$ cat config.mk
export PLATFORM = sky130hd
export DESIGN_NAME = fault_recovery_seq
export DESIGN_NICKNAME = d
export VERILOG_FILES = /design/src/rtl/frs_pkg.sv /design/src/rtl/frs_quiet_timer.sv /design/src/rtl/frs_iso_map.sv /design/src/rtl/fault_recovery_seq.sv
export SDC_FILE = /design/constraint.sdc
export NUM_CORES = 1
export LEC_CHECK = 0
export BUFFER_PORTS_ARGS = -buffer_cell sky130_fd_sc_hd__buf_4
export CAP_MARGIN = 20
export CORE_MARGIN = 5
export CORE_UTILIZATION = 49
export CTS_BUF_LIST = sky130_fd_sc_hd__clkbuf_4 sky130_fd_sc_hd__clkbuf_8
export DETAILED_ROUTE_END_ITERATION = 7
export GPL_ROUTABILITY_DRIVEN = 0
export GPL_TIMING_DRIVEN = 0
export PLACE_DENSITY_LB_ADDON = 0.25
export SLEW_MARGIN = 20
export SYNTH_ARGS = -nofsm -noshare
export SYNTH_HDL_FRONTEND = slang
export SYNTH_HIERARCHICAL = 1
export SYNTH_SLANG_ARGS = --single-unit
export TNS_END_PERCENT = 30
$ cat constraint.sdc
create_clock -name clk -period 4.66 [get_ports clk]
set_input_delay 0.932 -clock clk [delete_from_list [all_inputs] [get_ports clk]]
set_output_delay 0.932 -clock clk [all_outputs]
set_load 0.02 [all_outputs]
$ cat src/rtl/frs_pkg.sv
package frs_pkg;

    typedef enum logic [2:0] {
        ST_IDLE   = 3'd0,
        ST_QUIET1 = 3'd1,
        ST_RETRY1 = 3'd2,
        ST_QUIET2 = 3'd3,
        ST_RETRY2 = 3'd4,
        ST_NOTIFY = 3'd5,
        ST_HALT   = 3'd6
    } frs_state_e;

endpackage

$ cat src/rtl/frs_quiet_timer.sv
module frs_quiet_timer #(
    parameter int CNT_W = 8
) (
    input  logic             clk,
    input  logic             rst_n,
    input  logic             load_i,
    input  logic             run_i,
    input  logic [CNT_W-1:0] limit_i,
    output logic             expired_o
);

    logic [CNT_W-1:0] cnt_d, cnt_q;

    always_comb begin
        cnt_d = cnt_q;
        if (load_i) begin
            cnt_d = limit_i;
        end else if (run_i && cnt_q != '0) begin
            cnt_d = cnt_q - 1'b1;
        end
    end

    always_ff @(posedge clk) begin
        if (!rst_n) cnt_q <= '0;
        else        cnt_q <= cnt_d;
    end

    assign expired_o = (cnt_q == '0);

    // the wait shrinks by one each running cycle
    a_r3_countdown: assert property (@(posedge clk) disable iff (!rst_n)
        (!load_i && run_i && cnt_q != '0) |=> (cnt_q == $past(cnt_q) - 1'b1));

    // a reload always restores the full limit
    a_r4_reload: assert property (@(posedge clk) disable iff (!rst_n)
        load_i |=> (cnt_q == $past(limit_i)));

endmodule

$ cat src/rtl/frs_iso_map.sv
module frs_iso_map #(
    parameter int LOC_W = 2,
    localparam int NMOD = 1 << LOC_W
) (
    input  logic             clk,
    input  logic             rst_n,
    input  logic             set_i,
    input  logic [LOC_W-1:0] loc_i,
    output logic [NMOD-1:0]  iso_o,
    output logic [NMOD-1:0]  spare_o
);

    logic [NMOD-1:0] iso_d, iso_q, spare_d, spare_q;

    for (genvar i = 0; i < NMOD; i++) begin : g_mod
        localparam logic [LOC_W-1:0] SELF    = LOC_W'(i);
        localparam logic [LOC_W-1:0] PARTNER = LOC_W'(i ^ 1);

        always_comb begin
            iso_d[i]   = iso_q[i]   | (set_i && loc_i == SELF);
            spare_d[i] = spare_q[i] | (set_i && loc_i == PARTNER);
        end

        // once isolated, a module stays isolated
        a_r7_iso_sticky: assert property (@(posedge clk) disable iff (!rst_n)
            iso_q[i] |=> iso_q[i]);
        a_r7_spare_sticky: assert property (@(posedge clk) disable iff (!rst_n)
            spare_q[i] |=> spare_q[i]);
    end

    always_ff @(posedge clk) begin
        if (!rst_n) begin
            iso_q   <= '0;
            spare_q <= '0;
        end else begin
            iso_q   <= iso_d;
            spare_q <= spare_d;
        end
    end

    assign iso_o   = iso_q;
    assign spare_o = spare_q;

endmodule

$ cat src/rtl/fault_recovery_seq.sv
module fault_recovery_seq
    import frs_pkg::*;
#(
    parameter int LOC_W  = 2,
    parameter int TYPE_W = 3,
    parameter int NODE_W = 4,
    parameter int CNT_W  = 8,
    localparam int NMOD  = 1 << LOC_W
) (
    input  logic              clk,
    input  logic              rst_n,
    input  logic [NODE_W-1:0] node_id_i,
    input  logic [CNT_W-1:0]  cfg_quiet_i,
    input  logic              cfg_failover_en_i,
    input  logic              err_det_i,
    input  logic [TYPE_W-1:0] err_type_i,
    input  logic [LOC_W-1:0]  err_loc_i,
    input  logic              retry_done_i,
    input  logic              reconf_ack_i,
    input  logic              sw_clear_i,
    output logic              rpt_valid_o,
    output logic              rpt_stage_o,
    output logic [TYPE_W-1:0] rpt_type_o,
    output logic [LOC_W-1:0]  rpt_loc_o,
    output logic [NODE_W-1:0] rpt_node_o,
    output logic              quiesce_o,
    output logic              retry_o,
    output logic              reconf_req_o,
    output logic              sticky_err_o,
    output logic [NMOD-1:0]   isolate_o,
    output logic [NMOD-1:0]   spare_on_o
);

    typedef struct packed {
        frs_state_e        st;
        logic              rpt_v;
        logic              rpt_stage;
        logic [TYPE_W-1:0] typ;
        logic [LOC_W-1:0]  loc;
        logic [NODE_W-1:0] node;
    } seq_t;

    seq_t seq_d, seq_q;
    logic tmr_load, tmr_expired, tmr_run, iso_set;

    always_comb begin
        seq_d       = seq_q;
        seq_d.rpt_v = 1'b0;
        tmr_load    = 1'b0;
        iso_set     = 1'b0;
        unique case (seq_q.st)
            ST_IDLE: begin
                if (err_det_i) begin
                    seq_d.st        = ST_QUIET1;
                    seq_d.rpt_v     = 1'b1;
                    seq_d.rpt_stage = 1'b0;
                    seq_d.typ       = err_type_i;
                    seq_d.loc       = err_loc_i;
                    tmr_load        = 1'b1;
                end
            end
            ST_QUIET1, ST_QUIET2: begin
                if (err_det_i) begin
                    tmr_load = 1'b1;
                end else if (tmr_expired) begin
                    seq_d.st = (seq_q.st == ST_QUIET1) ? ST_RETRY1 : ST_RETRY2;
                end
            end
            ST_RETRY1: begin
                if (err_det_i) begin
                    seq_d.rpt_v     = 1'b1;
                    seq_d.rpt_stage = 1'b1;
                    seq_d.typ       = err_type_i;
                    seq_d.loc       = err_loc_i;
                    if (cfg_failover_en_i) begin
                        seq_d.st = ST_QUIET2;
                        tmr_load = 1'b1;
                        iso_set  = 1'b1;
                    end else begin
                        seq_d.st = ST_HALT;
                    end
                end else if (retry_done_i) begin
                    seq_d.st = ST_IDLE;
                end
            end
            ST_RETRY2: begin
                if (retry_done_i) seq_d.st = ST_NOTIFY;
            end
            ST_NOTIFY: begin
                if (reconf_ack_i) seq_d.st = ST_IDLE;
            end
            ST_HALT: begin
                if (sw_clear_i) seq_d.st = ST_IDLE;
            end
            default: seq_d.st = ST_IDLE;
        endcase
    end

    always_ff @(posedge clk) begin
        if (!rst_n) begin
            seq_q      <= '0;
            seq_q.node <= node_id_i;
        end else begin
            seq_q      <= seq_d;
        end
    end

    assign tmr_run = (seq_q.st == ST_QUIET1) || (seq_q.st == ST_QUIET2);

    frs_quiet_timer #(.CNT_W(CNT_W)) u_timer (
        .clk       (clk),
        .rst_n     (rst_n),
        .load_i    (tmr_load),
        .run_i     (tmr_run),
        .limit_i   (cfg_quiet_i),
        .expired_o (tmr_expired)
    );

    frs_iso_map #(.LOC_W(LOC_W)) u_iso (
        .clk     (clk),
        .rst_n   (rst_n),
        .set_i   (iso_set),
        .loc_i   (err_loc_i),
        .iso_o   (isolate_o),
        .spare_o (spare_on_o)
    );

    assign rpt_valid_o  = seq_q.rpt_v;
    assign rpt_stage_o  = seq_q.rpt_stage;
    assign rpt_type_o   = seq_q.typ;
    assign rpt_loc_o    = seq_q.loc;
    assign rpt_node_o   = seq_q.node;
    assign quiesce_o    = tmr_run;
    assign retry_o      = (seq_q.st == ST_RETRY1) || (seq_q.st == ST_RETRY2);
    assign reconf_req_o = (seq_q.st == ST_NOTIFY);
    assign sticky_err_o = (seq_q.st == ST_HALT);

    // a report always answers a strobe from the previous cycle
    a_r2_report_cause: assert property (@(posedge clk) disable iff (!rst_n)
        rpt_valid_o |-> $past(err_det_i));

    // a quiet period only begins after an error strobe
    a_r2_quiet_cause: assert property (@(posedge clk) disable iff (!rst_n)
        $rose(quiesce_o) |-> $past(err_det_i));

    // a clean first retry goes straight back to idle
    a_r5_clean_retry: assert property (@(posedge clk) disable iff (!rst_n)
        (seq_q.st == ST_RETRY1 && retry_done_i && !err_det_i) |=> (seq_q.st == ST_IDLE));

    // the reconfiguration request is held until acknowledged
    a_r8_req_held: assert property (@(posedge clk) disable iff (!rst_n)
        (reconf_req_o && !reconf_ack_i) |=> reconf_req_o);

    // the sticky error holds until software clears it
    a_r9_sticky_held: assert property (@(posedge clk) disable iff (!rst_n)
        (sticky_err_o && !sw_clear_i) |=> sticky_err_o);

    // no report while sticky, in second retry or awaiting acknowledge
    a_r10_ignored: assert property (@(posedge clk) disable iff (!rst_n)
        (sticky_err_o || reconf_req_o || seq_q.st == ST_RETRY2) |=> !rpt_valid_o);

endmodule

==> reports/metrics.yaml, run 1 <==
run_status:
  status: "finished clean"
drt:
  finalWirelength_um: 3342
  drc: 0
  wl_per_cell_um: 13.70
  vias: 1313
  firstDrtPassIters: 4
  ant_nets: 0
  via_per_inst: 5.381
  initialDrtViolationCount: 129
grt:
  use_met2: 0.2718
  grt.busiest_layer: "met2"
  grt_use_met3: 0.05470
  grt_pass1_vias: 1241
  grt_overflow: 0
  grt_usage: 0.1697
  grt_pass1_wl_um: 5589
  antenna_found_initial: 0
  grt_max_degree: 11
  use_met1: 0.2115
clock_tree:
  cts.clk_slew.worst_paths_ns: 0.09
  ctsLongestPathBuffers: 2
  cts-resized-gates: 0
  postCtsSetupBuffers: 0
  clk_latency_ns: 0.33
  numCtsBuffers: 5
  cts_tree: "yes"
  htree_levels: 2
  cts.sinks: 30
  cts_hold_buf: 0
  clockRootBuffer: "clkbuf_4"
pwr:
  total_power_w: 0.0009710
  p_leak_nw: 0.9050
  ir_drop_mv: 0.2144
  powerDensity_nw_per_um2: 491.5
floorplanning:
  die-area_sq_um: 4283
  core_area_sq_um: 3003
  die_width_um: 65.45
  placementRows: 20
  io_pins: 47
  die_y_um: 65.45
  start_util: 0.5017
run:
  drv_cap: 0
timing:
  hold_violations: 0
  worst_slew_pin_slew_ns: 0.5630
  clock_skew_ns: 0.005921
  timing.final.crit_period_ns: 2.644
  rsz0062_at_grt: "no"
  slew_headroom: 0.6234
  period_share: 0.5674
  setup_tns_ns: 0
  max_freq_mhz: 378.2
  whs_ns: 0.4589
  finalSetupViolCount: 0
  drv_slew: 0
logic_synthesis:
  ys_warn_count: 6
  synthesis.area_sq_um: 1506
  ys_seq_elements: 30
  postSynthNetCount: 183
  netlist_top_cells_area: "dfxtp_1 35%, edfxtp_1 8.0%, buf_4 5.0%"
  ys_seq_area_frac: 0.4252
  yosysTopAreaCellShare: 0.3455
  synth_edf_count: 4
  synth_flop_cell: "dfxtp_1"
  async_flop_share: 0
  syn_inst: 157
  synth.distinct_cells: 43
  synth_area_leader_cell: "dfxtp_1"
  syn_area_per_cell_sq_um: 9.595
layout:
  layout_common_cells: "56 x buf_4, 26 x dfxtp_1, 14 x nand2_1"
  final_common_cell: "buf_4"
  syn2layout_area_growth_pct: 31.15
  antennaDiodeCount: 0
  nNetsFinal: 236
  drive_above_1_share: 0.3602
  nFillCells: 239
critical_path:
  worstPathCellList: "buf_2, nor2b_1, buf_4"
  start_kind: "register"
  end_kind: "output pin"
  r2r_cells: 6
  critPathRequiredTime_ns: 3.73
  setup.worst_path.class: "reg -> out"
  slowest_stage: "nor2b_1"
  critPathArrivalTime_ns: 1.71
  crit_fanout: 10
  cpPeakStageDelay_ns: 0.49
placed_design:
  port_buffers: 46
  dpl.hpwl_um: 2422
hold_path:
  hold_class: "reg -> reg"
  hold_depth: 2
## critical path, delay by kind of cell (launching register included)
kind	cells	cell delay [ns]
buf+inv	2	0.48
flops	1	0.41
simple gates	1	0.49
## cells by family (layout without fill, tap and decap cells)
| kind of cell | Yosys count | after routing | synth area share |
|---|---|---|---|
| AO/OA/AOI/OAI | 33 | 33 | 0.1711 |
| XOR/XNOR | 4 | 4 | 0.02825 |
| adder cells (fa/ha/maj) | 2 | 2 | 0.01661 |
| buffers and inverters | 25 | 79 | 0.09883 |
| flip-flops | 30 | 30 | 0.4253 |
| multiplexers | 7 | 7 | 0.04651 |
| AND/OR/NAND/NOR | 56 | 56 | 0.2135 |
## power by group
group	internal [W]	switching [W]
logic	0.000194	0.000223
registers	0.000303	0.0000366
clock network	0.000125	0.0000881
total	0.000623	0.000348
## sequential cells by signal, indices dropped and copies added (netlist names)
register / count
rpt_type_o: 3
u_iso/spare_o: 4
u_timer/cnt_q: 8
rpt_stage_o: 1
seq_q: 3
u_iso/iso_o: 4
rpt_node_o: 4
rpt_loc_o: 2
rpt_valid_o: 1
## Yosys cell counts, drive strengths merged (3+ instances only)
master and n:
a21oi 7, and2 3, and3 3, buf 15, dfxtp 26, edfxtp 4
inv 9, mux2i 7, nand2 14, nor2 9, nor2b 3, nor3b 6
o21a 4, o21ai 8, o31ai 4, or4 4, xnor2 3
## layer usage
| layer | vias up | wire, um |
|---|---|---|
| met5 | - | 0 |
| li1 | 660 | - |
| met2 | 39 | 1540 |
| met4 | 0 | 52 |
| met3 | 7 | 231 |
| met1 | 607 | 1518 |
## cell type report
class	instances	area (sq um)	share of cell area
plain buffers	16	115.1	0.05826
clock buffers	7	52.55	0.02660
clock inverters	1	30.03	0.01520
inverters	9	33.78	0.01710
multi-input cells	102	716.9	0.3629
flip-flops and latches	30	640.6	0.3243
well taps	33	41.29	0.02090
repair buffers	46	345.3	0.1748
## stage by stage
stage	setup slack [ns]	instance area, sq um	utilization	std cells
4_1_cts	1.993	1976	0.6579	244
3_5_place_dp	2.138	1893	0.6304	236
6_report	2.016	1976	0.6579	244
5_1_grt	1.901	1976	0.6579	244
2_1_floorplan	2.434	1506	-	157
3_3_place_gp	2.205	1893	0.6304	236
## path summary, 6_finish.rpt
path	slack (ns)	end	startpoint
worst max-delay path	2.02	quiesce_o	seq_q[11]$_SDFFE_PN0P_
worst min-delay path	0.46	u_iso/spare_o[3]$_SDFF_PN0_	u_iso/spare_o[3]$_SDFF_PN0_
worst max register to register	2.34	u_timer/cnt_q[7]$_SDFFE_PN0P_	seq_q[11]$_SDFFE_PN0P_
worst min register to register	0.46	u_iso/spare_o[3]$_SDFF_PN0_	u_iso/spare_o[3]$_SDFF_PN0_
No activity file was read; power rests on OpenSTA's default activity.
==> run 2, diff against run 1 <==
Settings changed: ABC_AREA from default to 1, CORE_UTILIZATION 49 to 48.
Clock period 4.66 ns to 2.12 ns, I/O delays scaled along.
==> run 2 against run 1 <==
  * Power rose by 140%
  * Critical path depth is the same
  * Largest cell class unchanged
  * Core utilization is 2.9 points lower
  * Sequential share of layout area is 1.6 points lower
==> reports/metrics.yaml, run 2 <==
logic_synthesis:
  ys_seq_area_frac: 0.3945  # -0.03080
  postSynthNetCount: 268  # +46%
  synth_edf_count: 4  # unchanged
  synth.distinct_cells: 25  # -42%
  syn_inst: 242  # +54%
  synthesis.area_sq_um: 1624  # +7.8%
  ys_warn_count: 6  # unchanged
  yosysTopAreaCellShare: 0.3205  # -0.02502
  synth_area_leader_cell: "dfxtp_1"
  syn_area_per_cell_sq_um: 6.711  # -30%
  synthTopCellsByCount: "49 x nand2_1, 43 x nor2_1, 37 x inv_1"
  ys_seq_elements: 30  # unchanged
  async_flop_share: 0  # unchanged
  synth_most_common_cell: "nand2_1"
  netlist_top_cells_area: "dfxtp_1 32%, nand2_1 11%, nor2_1 9.9%"
  synth_flop_cell: "dfxtp_1"
drt:
  ant_nets: 0  # unchanged
  via_per_inst: 4.617  # -14%
  initialDrtViolationCount: 137  # +6.2%
  vias: 1579  # +20%
  firstDrtPassIters: 4  # unchanged
  finalWirelength_um: 3332  # -0.30%
  drc: 0  # unchanged
  wl_per_cell_um: 9.743  # -29%
clock_tree:
  htree_levels: 2  # unchanged
  cts.sinks: 30  # unchanged
  numCtsBuffers: 5  # unchanged
  cts_hold_buf: 0  # unchanged
  clockRootBuffer: "clkbuf_4"
  postCtsSetupBuffers: 0  # unchanged
  cts-resized-gates: 0  # unchanged
  clk_latency_ns: 0.32  # about the same
  ctsLongestPathBuffers: 2  # unchanged
  cts.clk_slew.worst_paths_ns: 0.10  # about the same
  cts_tree: "yes"
grt:
  grt_pass1_wl_um: 5754  # +3.0%
  grt_overflow: 0  # unchanged
  grt_max_degree: 11  # unchanged
  antenna_found_initial: 0  # unchanged
  grt_pass1_vias: 1399  # +13%
  grt_usage: 0.1625  # -0.007132
critical_path:
  critPathArrivalTime_ns: 1.46  # -0.25 ns
  setup.worst_path.class: "reg -> out"
  critPathRequiredTime_ns: 1.70  # -2.03 ns
  end_kind: "output pin"
  crit_fanout: 7  # -3
  r2r_slack_ns: 0.32  # -2.02 ns
  start_kind: "register"
timing:
  slew_headroom: 0.7099  # +0.08644
  timing.final.crit_period_ns: 1.879
  drv_slew: 0  # unchanged
  max_freq_mhz: 532.1
  whs_ns: 0.2713  # -0.1876 ns
  rsz0062_at_grt: "no"
  period_share: 0.8865
  finalSetupViolCount: 0  # unchanged
  setup_tns_ns: 0  # unchanged
  worst_slew_pin_slew_ns: 0.4336  # -0.1293 ns
  hold_violations: 0  # unchanged
  clock_skew_ns: 0.006294  # +0.0003735 ns
layout:
  syn2layout_area_growth_pct: 28.12
  layout_common_cells: "56 x buf_4, 49 x nand2_1, 43 x nor2_1"
  final_common_cell: "buf_4"
  drive_above_1_share: 0.2568  # -0.1034
  largest_register_ffs: 8  # unchanged
  nNetsFinal: 321  # +36%
  antennaDiodeCount: 0  # unchanged
  regMostFlops: "u_timer/cnt_q"
pwr:
  p_leak_nw: 1.074  # +19%
  powerDensity_nw_per_um2: 1133  # +130%
  ir_drop_mv: 0.5216  # +140%
run_status:
  status: "finished clean"
placed_design:
  dpl.hpwl_um: 2667  # +10%
  port_buffers: 46  # unchanged
run:
  drv_cap: 0  # unchanged
floorplanning:
  die-area_sq_um: 4646  # +8.5%
  io_pins: 47  # unchanged
  die_y_um: 68.17  # +4.2%
  start_util: 0.4906  # -0.01111
  core_area_sq_um: 3311  # +10%
  placementRows: 21  # +5.0%
  die_width_um: 68.17  # +4.2%
hold_path:
  hold_class: "in -> reg"
-- run 2: cell types whose count changed in the layout (fill, tap and decap cells not counted), moves of 4 or more --
cell     previous run  this run
mux2i_1             7         0
inv_1               9        37
o21a_1              4         0
nor3b_1             5         0
a21oi_1             7        13
nand2_1            14        49
nand3_1             2        25
nor2_1              9        43
-- run 2: cell type report --
| type | count | area [sq um] |
|---|---|---|
| buffer | 12 | 90.09 |
| inverter | 41 | 155.1 |
| sequential | 30 | 640.6 |
| tap | 46 | 57.56 |
| clock inverter | 3 | 16.27 |
| clock buffer | 5 | 37.54 |
| fill | 338 | 1230 |
| timing repair buffer | 46 | 345.3 |
| multi-input combinational | 159 | 738.2 |
-- run 2: per-layer routing --
layer  share of wire  global-route usage  wire [um]  up-vias
li1                -                   -          -      849
met1            0.47              0.2158       1577      687
met2            0.46              0.2539       1522       41
met3           0.064             0.05583        214        2
met4          0.0051             0.03722         17        0
met5               0                   0          0        -
-- run 2: logic make-up (layout without fill, tap and decap cells) --
logic type,Yosys count,count (layout),share of synthesized area
XOR/XNOR,1,1,0.005394
buffers and inverters,53,107,0.1510
AND/OR/NAND/NOR,128,128,0.3428
AO/OA/AOI/OAI,28,28,0.09091
adder cells (fa/ha/maj),2,2,0.01541
flip-flops,30,30,0.3945
-- run 2: worst max-delay path, cell delays in order (launching register included) --
cell and delay, ns:
dfxtp_1 0.44, inv_2 0.11, nor2_1 0.36, buf_4 0.23
-- run 2: worst paths after layout --
| check | endpoint | start | depth (start not counted) |
|---|---|---|---|
| worst max-delay path | quiesce_o | seq_q[11]$_SDFFE_PN0P_ | 3 |
| worst min-delay path | rpt_node_o[3]$_DFFE_PN_ | node_id_i[3] | 1 |
| worst max register to register | u_timer/cnt_q[7]$_SDFFE_PN0P_ | seq_q[13]$_SDFFE_PN0P_ | 10 |
| worst min register to register | u_iso/spare_o[3]$_SDFF_PN0_ | u_iso/spare_o[3]$_SDFF_PN0_ | 2 |
-- run 2: metrics by stage --
stage / worst slack (ns) / area (sq um) / power [W] / cells / utilization
3_5_place_dp: 0.2148 / 2027 / 0.002056 / 334 / 0.6122
5_1_grt: 0.09306 / 2081 / 0.002617 / 342 / 0.6285
4_1_cts: 0.2202 / 2081 / 0.002377 / 342 / 0.6285
6_report: 0.2406 / 2081 / 0.002357 / 342 / 0.6285
3_3_place_gp: 0.2062 / 2027 / 0.002043 / 334 / 0.6122
2_1_floorplan: 0.6040 / 1624 / 0.001754 / 242 / -
-- run 2: power by group --
group	internal, W	total (W)	switching, W
Clock	0.000123	0.000317	0.000194
Sequential	0.000697	0.000799	0.000101
Combinational	0.000498	0.00124	0.000743
